--- config.mk ---
export PLATFORM = sky130hd
export DESIGN_NAME = rvc_expander
export DESIGN_NICKNAME = d
export VERILOG_FILES = /design/src/rtl/rvc_pkg.sv /design/src/rtl/rvc_field_unpack.sv /design/src/rtl/rvc_q0_expand.sv /design/src/rtl/rvc_q1_expand.sv /design/src/rtl/rvc_q2_expand.sv /design/src/rtl/rvc_expander.sv
export SDC_FILE = /design/constraint.sdc
export NUM_CORES = 1
export LEC_CHECK = 0
export BUFFER_PORTS_ARGS = -buffer_cell sky130_fd_sc_hd__clkbuf_2
export CORE_ASPECT_RATIO = 0.8
export CORE_MARGIN = 5
export CORE_UTILIZATION = 45
export DETAILED_ROUTE_END_ITERATION = 7
export PLACE_DENSITY = 0.66
export SETUP_SLACK_MARGIN = 0.5
export SLEW_MARGIN = 20
export SYNTH_ARGS = -nofsm -noshare
export SYNTH_HDL_FRONTEND = slang
export SYNTH_HIERARCHICAL = 1
export SYNTH_SLANG_ARGS = --single-unit
--- constraint.sdc ---
create_clock -name clk -period 1.9 [get_ports clk]
set_input_delay 0.285 -clock clk [delete_from_list [all_inputs] [get_ports clk]]
set_output_delay 0.285 -clock clk [all_outputs]
set_load 0.05 [all_outputs]
--- src/rtl/rvc_pkg.sv ---
package rvc_pkg;

  localparam int CW = 16;
  localparam int XW = 32;
  localparam int RW = 5;
  localparam int PW = 3;

  localparam logic [6:0] OPC_LOAD   = 7'b0000011;
  localparam logic [6:0] OPC_OPIMM  = 7'b0010011;
  localparam logic [6:0] OPC_STORE  = 7'b0100011;
  localparam logic [6:0] OPC_OP     = 7'b0110011;
  localparam logic [6:0] OPC_LUI    = 7'b0110111;
  localparam logic [6:0] OPC_BRANCH = 7'b1100011;
  localparam logic [6:0] OPC_JALR   = 7'b1100111;
  localparam logic [6:0] OPC_JAL    = 7'b1101111;

  localparam logic [XW-1:0] WORD_EBREAK = 32'h0010_0073;

  localparam logic [RW-1:0] REG_ZERO = 5'd0;
  localparam logic [RW-1:0] REG_RA   = 5'd1;
  localparam logic [RW-1:0] REG_SP   = 5'd2;

  typedef struct packed {
    logic [XW-1:0] word;
    logic          illegal;
  } xlat_t;

  typedef struct packed {
    logic [RW-1:0] rd_full;
    logic [RW-1:0] rs2_full;
    logic [RW-1:0] rs1_p;
    logic [RW-1:0] rs2_p;
    logic [11:0]   imm_ci;
    logic [11:0]   imm_16sp;
    logic [11:0]   imm_4spn;
    logic [11:0]   imm_lw;
    logic [11:0]   imm_lwsp;
    logic [11:0]   imm_swsp;
    logic [19:0]   imm_lui;
    logic [20:0]   imm_j;
    logic [12:0]   imm_b;
    logic [5:0]    shamt;
  } fields_t;

  localparam xlat_t XLAT_BAD = '{word: '0, illegal: 1'b1};

  function automatic logic [RW-1:0] widen_reg(input logic [PW-1:0] f);
    return {2'b01, f};
  endfunction

  function automatic xlat_t enc_i(input logic [11:0] imm, input logic [4:0] rs1,
                                  input logic [2:0] f3, input logic [4:0] rd,
                                  input logic [6:0] op);
    return '{word: {imm, rs1, f3, rd, op}, illegal: 1'b0};
  endfunction

  function automatic xlat_t enc_r(input logic [6:0] f7, input logic [4:0] rs2,
                                  input logic [4:0] rs1, input logic [2:0] f3,
                                  input logic [4:0] rd, input logic [6:0] op);
    return '{word: {f7, rs2, rs1, f3, rd, op}, illegal: 1'b0};
  endfunction

  function automatic xlat_t enc_s(input logic [11:0] imm, input logic [4:0] rs2,
                                  input logic [4:0] rs1, input logic [2:0] f3,
                                  input logic [6:0] op);
    return '{word: {imm[11:5], rs2, rs1, f3, imm[4:0], op}, illegal: 1'b0};
  endfunction

  function automatic xlat_t enc_b(input logic [12:0] imm, input logic [4:0] rs2,
                                  input logic [4:0] rs1, input logic [2:0] f3);
    return '{word: {imm[12], imm[10:5], rs2, rs1, f3, imm[4:1], imm[11], OPC_BRANCH},
             illegal: 1'b0};
  endfunction

  function automatic xlat_t enc_j(input logic [20:0] imm, input logic [4:0] rd);
    return '{word: {imm[20], imm[10:1], imm[11], imm[19:12], rd, OPC_JAL},
             illegal: 1'b0};
  endfunction

  function automatic xlat_t enc_u(input logic [19:0] imm, input logic [4:0] rd);
    return '{word: {imm, rd, OPC_LUI}, illegal: 1'b0};
  endfunction

endpackage

--- src/rtl/rvc_field_unpack.sv ---
module rvc_field_unpack
  import rvc_pkg::*;
(
  input  logic [CW-1:0] inst,
  output fields_t       fld
);

  logic sgn;
  assign sgn = inst[12];

  always_comb begin
    fld.rd_full  = inst[11:7];
    fld.rs2_full = inst[6:2];
    fld.rs1_p    = widen_reg(inst[9:7]);
    fld.rs2_p    = widen_reg(inst[4:2]);
    fld.shamt    = {inst[12], inst[6:2]};

    // six-bit signed immediate of the CI format
    fld.imm_ci   = {{6{sgn}}, inst[12], inst[6:2]};
    // upper-immediate: bits 17:12 of the value, extended to 20 bits
    fld.imm_lui  = {{14{sgn}}, inst[12], inst[6:2]};
    // stack adjust in multiples of 16
    fld.imm_16sp = {{2{sgn}}, inst[12], inst[4:3], inst[5], inst[2], inst[6], 4'b0000};
    // unsigned stack-relative address, multiples of 4
    fld.imm_4spn = {2'b00, inst[10:7], inst[12:11], inst[5], inst[6], 2'b00};
    fld.imm_lw   = {5'b00000, inst[5], inst[12:10], inst[6], 2'b00};
    fld.imm_lwsp = {4'b0000, inst[3:2], inst[12], inst[6:4], 2'b00};
    fld.imm_swsp = {4'b0000, inst[8:7], inst[12:9], 2'b00};
    fld.imm_j    = {{10{sgn}}, inst[12], inst[8], inst[10:9], inst[6], inst[7],
                    inst[2], inst[11], inst[5:3], 1'b0};
    fld.imm_b    = {{5{sgn}}, inst[12], inst[6:5], inst[2], inst[11:10],
                    inst[4:3], 1'b0};
  end

endmodule

--- src/rtl/rvc_q0_expand.sv ---
module rvc_q0_expand
  import rvc_pkg::*;
(
  input  logic [CW-1:0] inst,
  input  fields_t       fld,
  output xlat_t         res
);

  logic [2:0] f3;
  assign f3 = inst[15:13];

  always_comb begin
    res = XLAT_BAD;
    unique case (f3)
      3'b000: begin
        if (fld.imm_4spn != 12'd0)
          res = enc_i(fld.imm_4spn, REG_SP, 3'b000, fld.rs2_p, OPC_OPIMM);
      end
      3'b010: res = enc_i(fld.imm_lw, fld.rs1_p, 3'b010, fld.rs2_p, OPC_LOAD);
      3'b110: res = enc_s(fld.imm_lw, fld.rs2_p, fld.rs1_p, 3'b010, OPC_STORE);
      default: res = XLAT_BAD;
    endcase
  end

endmodule

--- src/rtl/rvc_q1_expand.sv ---
module rvc_q1_expand
  import rvc_pkg::*;
(
  input  logic [CW-1:0] inst,
  input  fields_t       fld,
  output xlat_t         res
);

  logic [2:0] f3;
  logic [1:0] grp;
  logic [1:0] sub;
  logic       b12;
  logic       ci_zero;

  assign f3      = inst[15:13];
  assign grp     = inst[11:10];
  assign sub     = inst[6:5];
  assign b12     = inst[12];
  assign ci_zero = ({inst[12], inst[6:2]} == 6'd0);

  xlat_t alu_res;

  // quadrant 01 funct3 100: shifts, andi and register-register group
  always_comb begin
    alu_res = XLAT_BAD;
    unique case (grp)
      2'b00: if (!b12)
        alu_res = enc_i({7'b0000000, fld.shamt[4:0]}, fld.rs1_p, 3'b101,
                        fld.rs1_p, OPC_OPIMM);
      2'b01: if (!b12)
        alu_res = enc_i({7'b0100000, fld.shamt[4:0]}, fld.rs1_p, 3'b101,
                        fld.rs1_p, OPC_OPIMM);
      2'b10: alu_res = enc_i(fld.imm_ci, fld.rs1_p, 3'b111, fld.rs1_p, OPC_OPIMM);
      default: if (!b12) begin
        unique case (sub)
          2'b00: alu_res = enc_r(7'b0100000, fld.rs2_p, fld.rs1_p, 3'b000,
                                 fld.rs1_p, OPC_OP);
          2'b01: alu_res = enc_r(7'b0000000, fld.rs2_p, fld.rs1_p, 3'b100,
                                 fld.rs1_p, OPC_OP);
          2'b10: alu_res = enc_r(7'b0000000, fld.rs2_p, fld.rs1_p, 3'b110,
                                 fld.rs1_p, OPC_OP);
          default: alu_res = enc_r(7'b0000000, fld.rs2_p, fld.rs1_p, 3'b111,
                                   fld.rs1_p, OPC_OP);
        endcase
      end
    endcase
  end

  always_comb begin
    res = XLAT_BAD;
    unique case (f3)
      3'b000: res = enc_i(fld.imm_ci, fld.rd_full, 3'b000, fld.rd_full, OPC_OPIMM);
      3'b001: res = enc_j(fld.imm_j, REG_RA);
      3'b010: res = enc_i(fld.imm_ci, REG_ZERO, 3'b000, fld.rd_full, OPC_OPIMM);
      3'b011: begin
        if (fld.rd_full == REG_SP) begin
          if (!ci_zero)
            res = enc_i(fld.imm_16sp, REG_SP, 3'b000, REG_SP, OPC_OPIMM);
        end else if (!ci_zero) begin
          res = enc_u(fld.imm_lui, fld.rd_full);
        end
      end
      3'b100: res = alu_res;
      3'b101: res = enc_j(fld.imm_j, REG_ZERO);
      3'b110: res = enc_b(fld.imm_b, REG_ZERO, fld.rs1_p, 3'b000);
      default: res = enc_b(fld.imm_b, REG_ZERO, fld.rs1_p, 3'b001);
    endcase
  end

endmodule

--- src/rtl/rvc_q2_expand.sv ---
module rvc_q2_expand
  import rvc_pkg::*;
(
  input  logic [CW-1:0] inst,
  input  fields_t       fld,
  output xlat_t         res
);

  logic [2:0] f3;
  logic       b12;
  logic       rd_nz;
  logic       rs2_nz;

  assign f3     = inst[15:13];
  assign b12    = inst[12];
  assign rd_nz  = (fld.rd_full != REG_ZERO);
  assign rs2_nz = (fld.rs2_full != REG_ZERO);

  xlat_t cr_res;

  // funct3 100: jumps through a register, moves, adds, breakpoint
  always_comb begin
    cr_res = XLAT_BAD;
    if (!b12) begin
      if (rs2_nz)
        cr_res = enc_r(7'b0000000, fld.rs2_full, REG_ZERO, 3'b000, fld.rd_full, OPC_OP);
      else if (rd_nz)
        cr_res = enc_i(12'd0, fld.rd_full, 3'b000, REG_ZERO, OPC_JALR);
    end else begin
      if (rs2_nz)
        cr_res = enc_r(7'b0000000, fld.rs2_full, fld.rd_full, 3'b000, fld.rd_full, OPC_OP);
      else if (rd_nz)
        cr_res = enc_i(12'd0, fld.rd_full, 3'b000, REG_RA, OPC_JALR);
      else
        cr_res = '{word: WORD_EBREAK, illegal: 1'b0};
    end
  end

  always_comb begin
    res = XLAT_BAD;
    unique case (f3)
      3'b000: if (!b12)
        res = enc_i({7'b0000000, fld.shamt[4:0]}, fld.rd_full, 3'b001,
                    fld.rd_full, OPC_OPIMM);
      3'b010: if (rd_nz)
        res = enc_i(fld.imm_lwsp, REG_SP, 3'b010, fld.rd_full, OPC_LOAD);
      3'b100: res = cr_res;
      3'b110: res = enc_s(fld.imm_swsp, fld.rs2_full, REG_SP, 3'b010, OPC_STORE);
      default: res = XLAT_BAD;
    endcase
  end

endmodule

--- src/rtl/rvc_expander.sv ---
module rvc_expander
  import rvc_pkg::*;
(
  input  logic          clk,
  input  logic          rst,
  input  logic          in_valid,
  input  logic [CW-1:0] in_half,
  output logic          out_valid,
  output logic [XW-1:0] out_word,
  output logic          out_illegal
);

  fields_t fld;
  xlat_t   q_res [3];
  xlat_t   sel;

  rvc_field_unpack u_unpack (.inst(in_half), .fld(fld));

  rvc_q0_expand u_q0 (.inst(in_half), .fld(fld), .res(q_res[0]));
  rvc_q1_expand u_q1 (.inst(in_half), .fld(fld), .res(q_res[1]));
  rvc_q2_expand u_q2 (.inst(in_half), .fld(fld), .res(q_res[2]));

  always_comb begin
    unique case (in_half[1:0])
      2'b00:   sel = q_res[0];
      2'b01:   sel = q_res[1];
      2'b10:   sel = q_res[2];
      default: sel = XLAT_BAD;
    endcase
  end

  always_ff @(posedge clk) begin
    if (rst) begin
      out_valid   <= 1'b0;
      out_word    <= '0;
      out_illegal <= 1'b0;
    end else begin
      out_valid <= in_valid;
      if (in_valid) begin
        out_word    <= sel.word;
        out_illegal <= sel.illegal;
      end
    end
  end

  assert_follow_R2: assert property (@(posedge clk) disable iff (rst)
    in_valid |=> out_valid);

  assert_idle_R2: assert property (@(posedge clk) disable iff (rst)
    !in_valid |=> !out_valid);

  assert_uncompressed_R1: assert property (@(posedge clk) disable iff (rst)
    (in_valid && in_half[1:0] == 2'b11) |=> out_illegal);

  assert_zero_half_R6: assert property (@(posedge clk) disable iff (rst)
    (in_valid && in_half == '0) |=> out_illegal);

  assert_lw_regs_R3: assert property (@(posedge clk) disable iff (rst)
    (in_valid && in_half[1:0] == 2'b00 && in_half[15:13] == 3'b010)
      |=> (out_word[19:18] == 2'b01 && out_word[11:10] == 2'b01));

  assert_swsp_base_R5: assert property (@(posedge clk) disable iff (rst)
    (in_valid && in_half[1:0] == 2'b10 && in_half[15:13] == 3'b110)
      |=> (out_word[19:15] == REG_SP));

  assert_blank_word_R12: assert property (@(posedge clk) disable iff (rst)
    (out_valid && out_illegal) |-> (out_word == '0));

  assert_legal_len_R12: assert property (@(posedge clk) disable iff (rst)
    (out_valid && !out_illegal) |-> (out_word[1:0] == 2'b11));

endmodule

After elaboration in Yosys (flattened, before gate mapping)
Index checks and enable logic that the tools add are counted.
Cells by class
  eq/ne operators: 13
  muxes and demuxes: 20
  reductions and logical operators: 8
Operators with widths (count)
  2-to-1 mux 33 bit: 7
  case mux 33 bit (7 select lines): 1
  case mux 33 bit (3 select lines): 2
  case mux 33 bit (4 select lines): 1
  case mux 32 bit (3 select lines): 1
  case mux 31 bit (3 select lines): 1
  2-to-1 mux 26 bit: 2
  2-to-1 mux 32 bit: 1
  2-to-1 mux 31 bit: 1
  2-to-1 mux 29 bit: 1
  2-to-1 mux 22 bit: 1
  2-to-1 mux 21 bit: 1
  nonzero test 12 bit: 1
  nonzero test 5 bit: 2
  == test 3 bit (second input constant): 3
  == test 2 x 1 -> 1 bit (second input constant): 3
  == test 2 bit (second input constant): 3
  == test 3 x 2 -> 1 bit (second input constant): 2
  zero test 2 bit: 3
  zero test 6 bit: 1
  == test 5 x 2 -> 1 bit (second input constant): 1
  == test 3 x 1 -> 1 bit (second input constant): 1
  zero test 3 bit: 1
Word-level totals
  register bits after elaboration: 34
  input bits: 19
  output and inout port bits: 34
  logic and storage cells: 44

Longest topological paths before layout
  depth after elaboration: 6
  mapped depth: 9
  gate-level depth less buffers: 7

By module
The synthesis kept the hierarchy.
By module, submodules not included
  rvc_expander: instances 1, cells each 227, area each 2149.6 µm², sequential area each 680.7 µm²
  rvc_field_unpack: instances 1, cells each 154, area each 1148.6 µm², sequential area each 0.0 µm²
  rvc_q1_expand: instances 1, cells each 156, area each 1052.3 µm², sequential area each 0.0 µm²
  rvc_q0_expand: instances 1, cells each 82, area each 496.7 µm², sequential area each 0.0 µm²
  rvc_q2_expand: instances 1, cells each 71, area each 478.0 µm², sequential area each 0.0 µm²

Least setup slack after synthesis
OpenSTA, ideal clock, no wires.
  path kind: in2reg
  from: input in_half[7]
  to: register out_word[1]
  library setup time: 0.132 ns
  data arrival time: 1.957 ns
  data required time: 1.768 ns
  path slack: -0.189 ns
  cell stages on the path: 8
  path buffers: 2
  cell sequence: buf_4 -> or4_4 -> nor3_1 -> a31oi_1 -> or2_1 -> buf_4 -> a211oi_2 -> nor3_1
RTL lines
  from (decl): RTL line rvc_expander.sv:7  | input logic [CW-1:0] in_half,
  to (signal assigned): RTL line rvc_expander.sv:40  | out_word <= sel.word;
  to (decl): RTL line rvc_expander.sv:9  | output logic [XW-1:0] out_word,

==> flow_summary.ini <==
[layout]
design_area_um2 = 5846
final_nets = 699
fillers = 1082
diodes = 0
syn_to_final_growth_pct = 10.24
drive_gt1_frac = 0.4229

[route]
ant_nets = 0
via_count = 4767
avgRoutedWirePerCell_um = 18.68
avgViaCountPerCell = 5.750
drcViolationCount = 0
dr.pass1.iters = 8
totalWireLength_um = 15490
first_iter_violations = 543

[worst_setup_path]
critical_path_required_ns = 2.06
cp_slowest_stage_delay_ns = 0.42
endpoint_kind = flip-flop
crit_type = in2reg
crit_slowest_cell = or3_4
crit_path_start_kind = primary input
cpLargestDelayFamily = compound AO/OA/AOI/OAI gates
crit_chain = buf_8, or3_4, o41ai_4, buf_4, nor2_4, a221o_1, nor2b_2, o22ai_2, nor3_2
cp.arrival_ns = 2.05
critical_path.max_fanout = 8
worst-path-buf-inv = 2

[yosys]
synthCells = 687
post_synth.cell_area_avg_um2 = 7.718
syn_area_um2 = 5303
ys_warn_count = 6

[timing]
grt_setup_unrepaired = true
tightest_slew_ns = 0.5978
period_share = 0.9972
finalHoldViolations = 0
fin_skew_ns = 0
layout_min_cycle_time_ns = 1.895
slew_violations = 0
fmax_mhz = 527.8
fin_ws_ns = 0.005364
setup_viol_count_final = 0
slew_headroom = 0.6013

[floorplan]
top_level_ports = 53
die_h_um = 107.1
die_w_um = 131.4
rows = 35
core_um2 = 11520
die-area_um2 = 14070
start_util = 0.4604

[placed_design]
io_buffers = 52
place_congestion = 0.9281
place_area_um2 = 5240
dp_hpwl_um = 11350
place_ws_ns = -0.3235

[global_route]
grt_pass1_vias = 4521
antenna_found_initial = 0
grt.overflow.total = 0
grt_pass1_wl_um = 24270
grt_usage = 0.2101
grt_max_degree = 41

[cts]
cts_num_sinks = 34
clkTransAtPathRegs_ns = 0.06
cts_tree = built
htree_levels = 2
cts-root-buf = clkbuf_16
clk_latency_ns = 0.29
cts_max_path_buffers = 2
cts_buffers = 5
ctsHoldBuffers = 0

[run_status]
status = finished, final reports clean

[power]
power_density_nw_per_um2 = 504.5
p_leak_nw = 2.386
vdd_drop_max_v = 0.0003707

[hold_path]
min_path_type = in2reg

[flow_run]
drv_cap = 0
==> metrics by stage <==
step,power [W],hold WS [ns],setup TNS (ns),cells,utilization
global route,0.003079,0.5030,-0.1199,829,0.5076
floorplan,0.001844,0.5182,-0.5213,721,-
global placement,0.001969,0.5154,-5.746,806,0.4550
detailed placement,0.001982,0.5172,-6.414,806,0.4550
finish,0.002949,0.4607,0,829,0.5076
CTS,0.002895,0.4502,0,827,0.4935
==> routing by layer <==
| layer | vias to the layer above | GRT usage | routed length [um] |
|---|---|---|---|
| li1 | 2275 | - | - |
| met5 | - | 0 | 0 |
| met1 | 2261 | 0.2897 | 7124 |
| met3 | 25 | 0.04128 | 1078 |
| met2 | 206 | 0.3409 | 7060 |
| met4 | 0 | 0.04479 | 224 |
==> area by class of cell <==
cell class              count  area [um^2]  share of cell area
multi-input cells         459         3493              0.5976
flip-flops and latches     34        680.7              0.1164
repair buffers            161         1264              0.2162
well taps                 148        185.2             0.03168
clock buffers               6        138.9             0.02376
inverters                  19        71.32             0.01220
clock inverters             2        12.51            0.002140
==> sequential cells by signal, summed over array words and instances, names as in the netlist <==
name	flops
out_valid	1
out_word	32
out_illegal	1
==> path summary, 6_finish.rpt <==
kind	from	endpoint	slack, ns	cells after the start
max reg2reg	out_word[5]	out_word[5]	1.11	2
min reg2reg	out_word[20]	out_word[20]	0.54	2
min	in_half[1]	out_word[30]	0.46	4
max	in_half[6]	out_word[14]	0.005	9
==> worst min-delay path: stages <==
cell and delay, ns:
buf_4 0.20, nor2b_2 0.06, o22ai_1 0.10, nor3_1 0.05
==> power breakdown <==
group          internal (W)  total [W]  switching (W)
Combinational      0.000510    0.00129       0.000777
Clock              0.000520   0.000863       0.000344
Sequential         0.000767   0.000799      0.0000319
Total               0.00180    0.00295        0.00115
==> timing repair <==
action | 4_1_cts | 5_1_grt
pin swaps | 35 | 33
gates resized for setup | 40 | 42
cloned | 2 | 0
setup buffers | 11 | 2
setup endpoints to repair | 32 | 32
==> placed cells by master (no fill, tap or decap), drive strengths merged, types with 3 or more instances in the layout <==
cell,n
nand2b,9
or2,4
a21oi,7
inv,19
a221o,8
o211ai,6
mux2i,17
a21boi,4
buf,113
nor3,37
a22o,12
o21ai,18
nand3,6
and2,10
or4,6
a222oi,5
conb,38
a21o,3
clkbuf,54
nor2,37
a22oi,27
o221ai,12
nor4,4
nand2,22
a211oi,33
o22ai,38
nor2b,71
a31oi,3
o21a,7
dfxtp,34
Power figures use the tool's default switching activity.
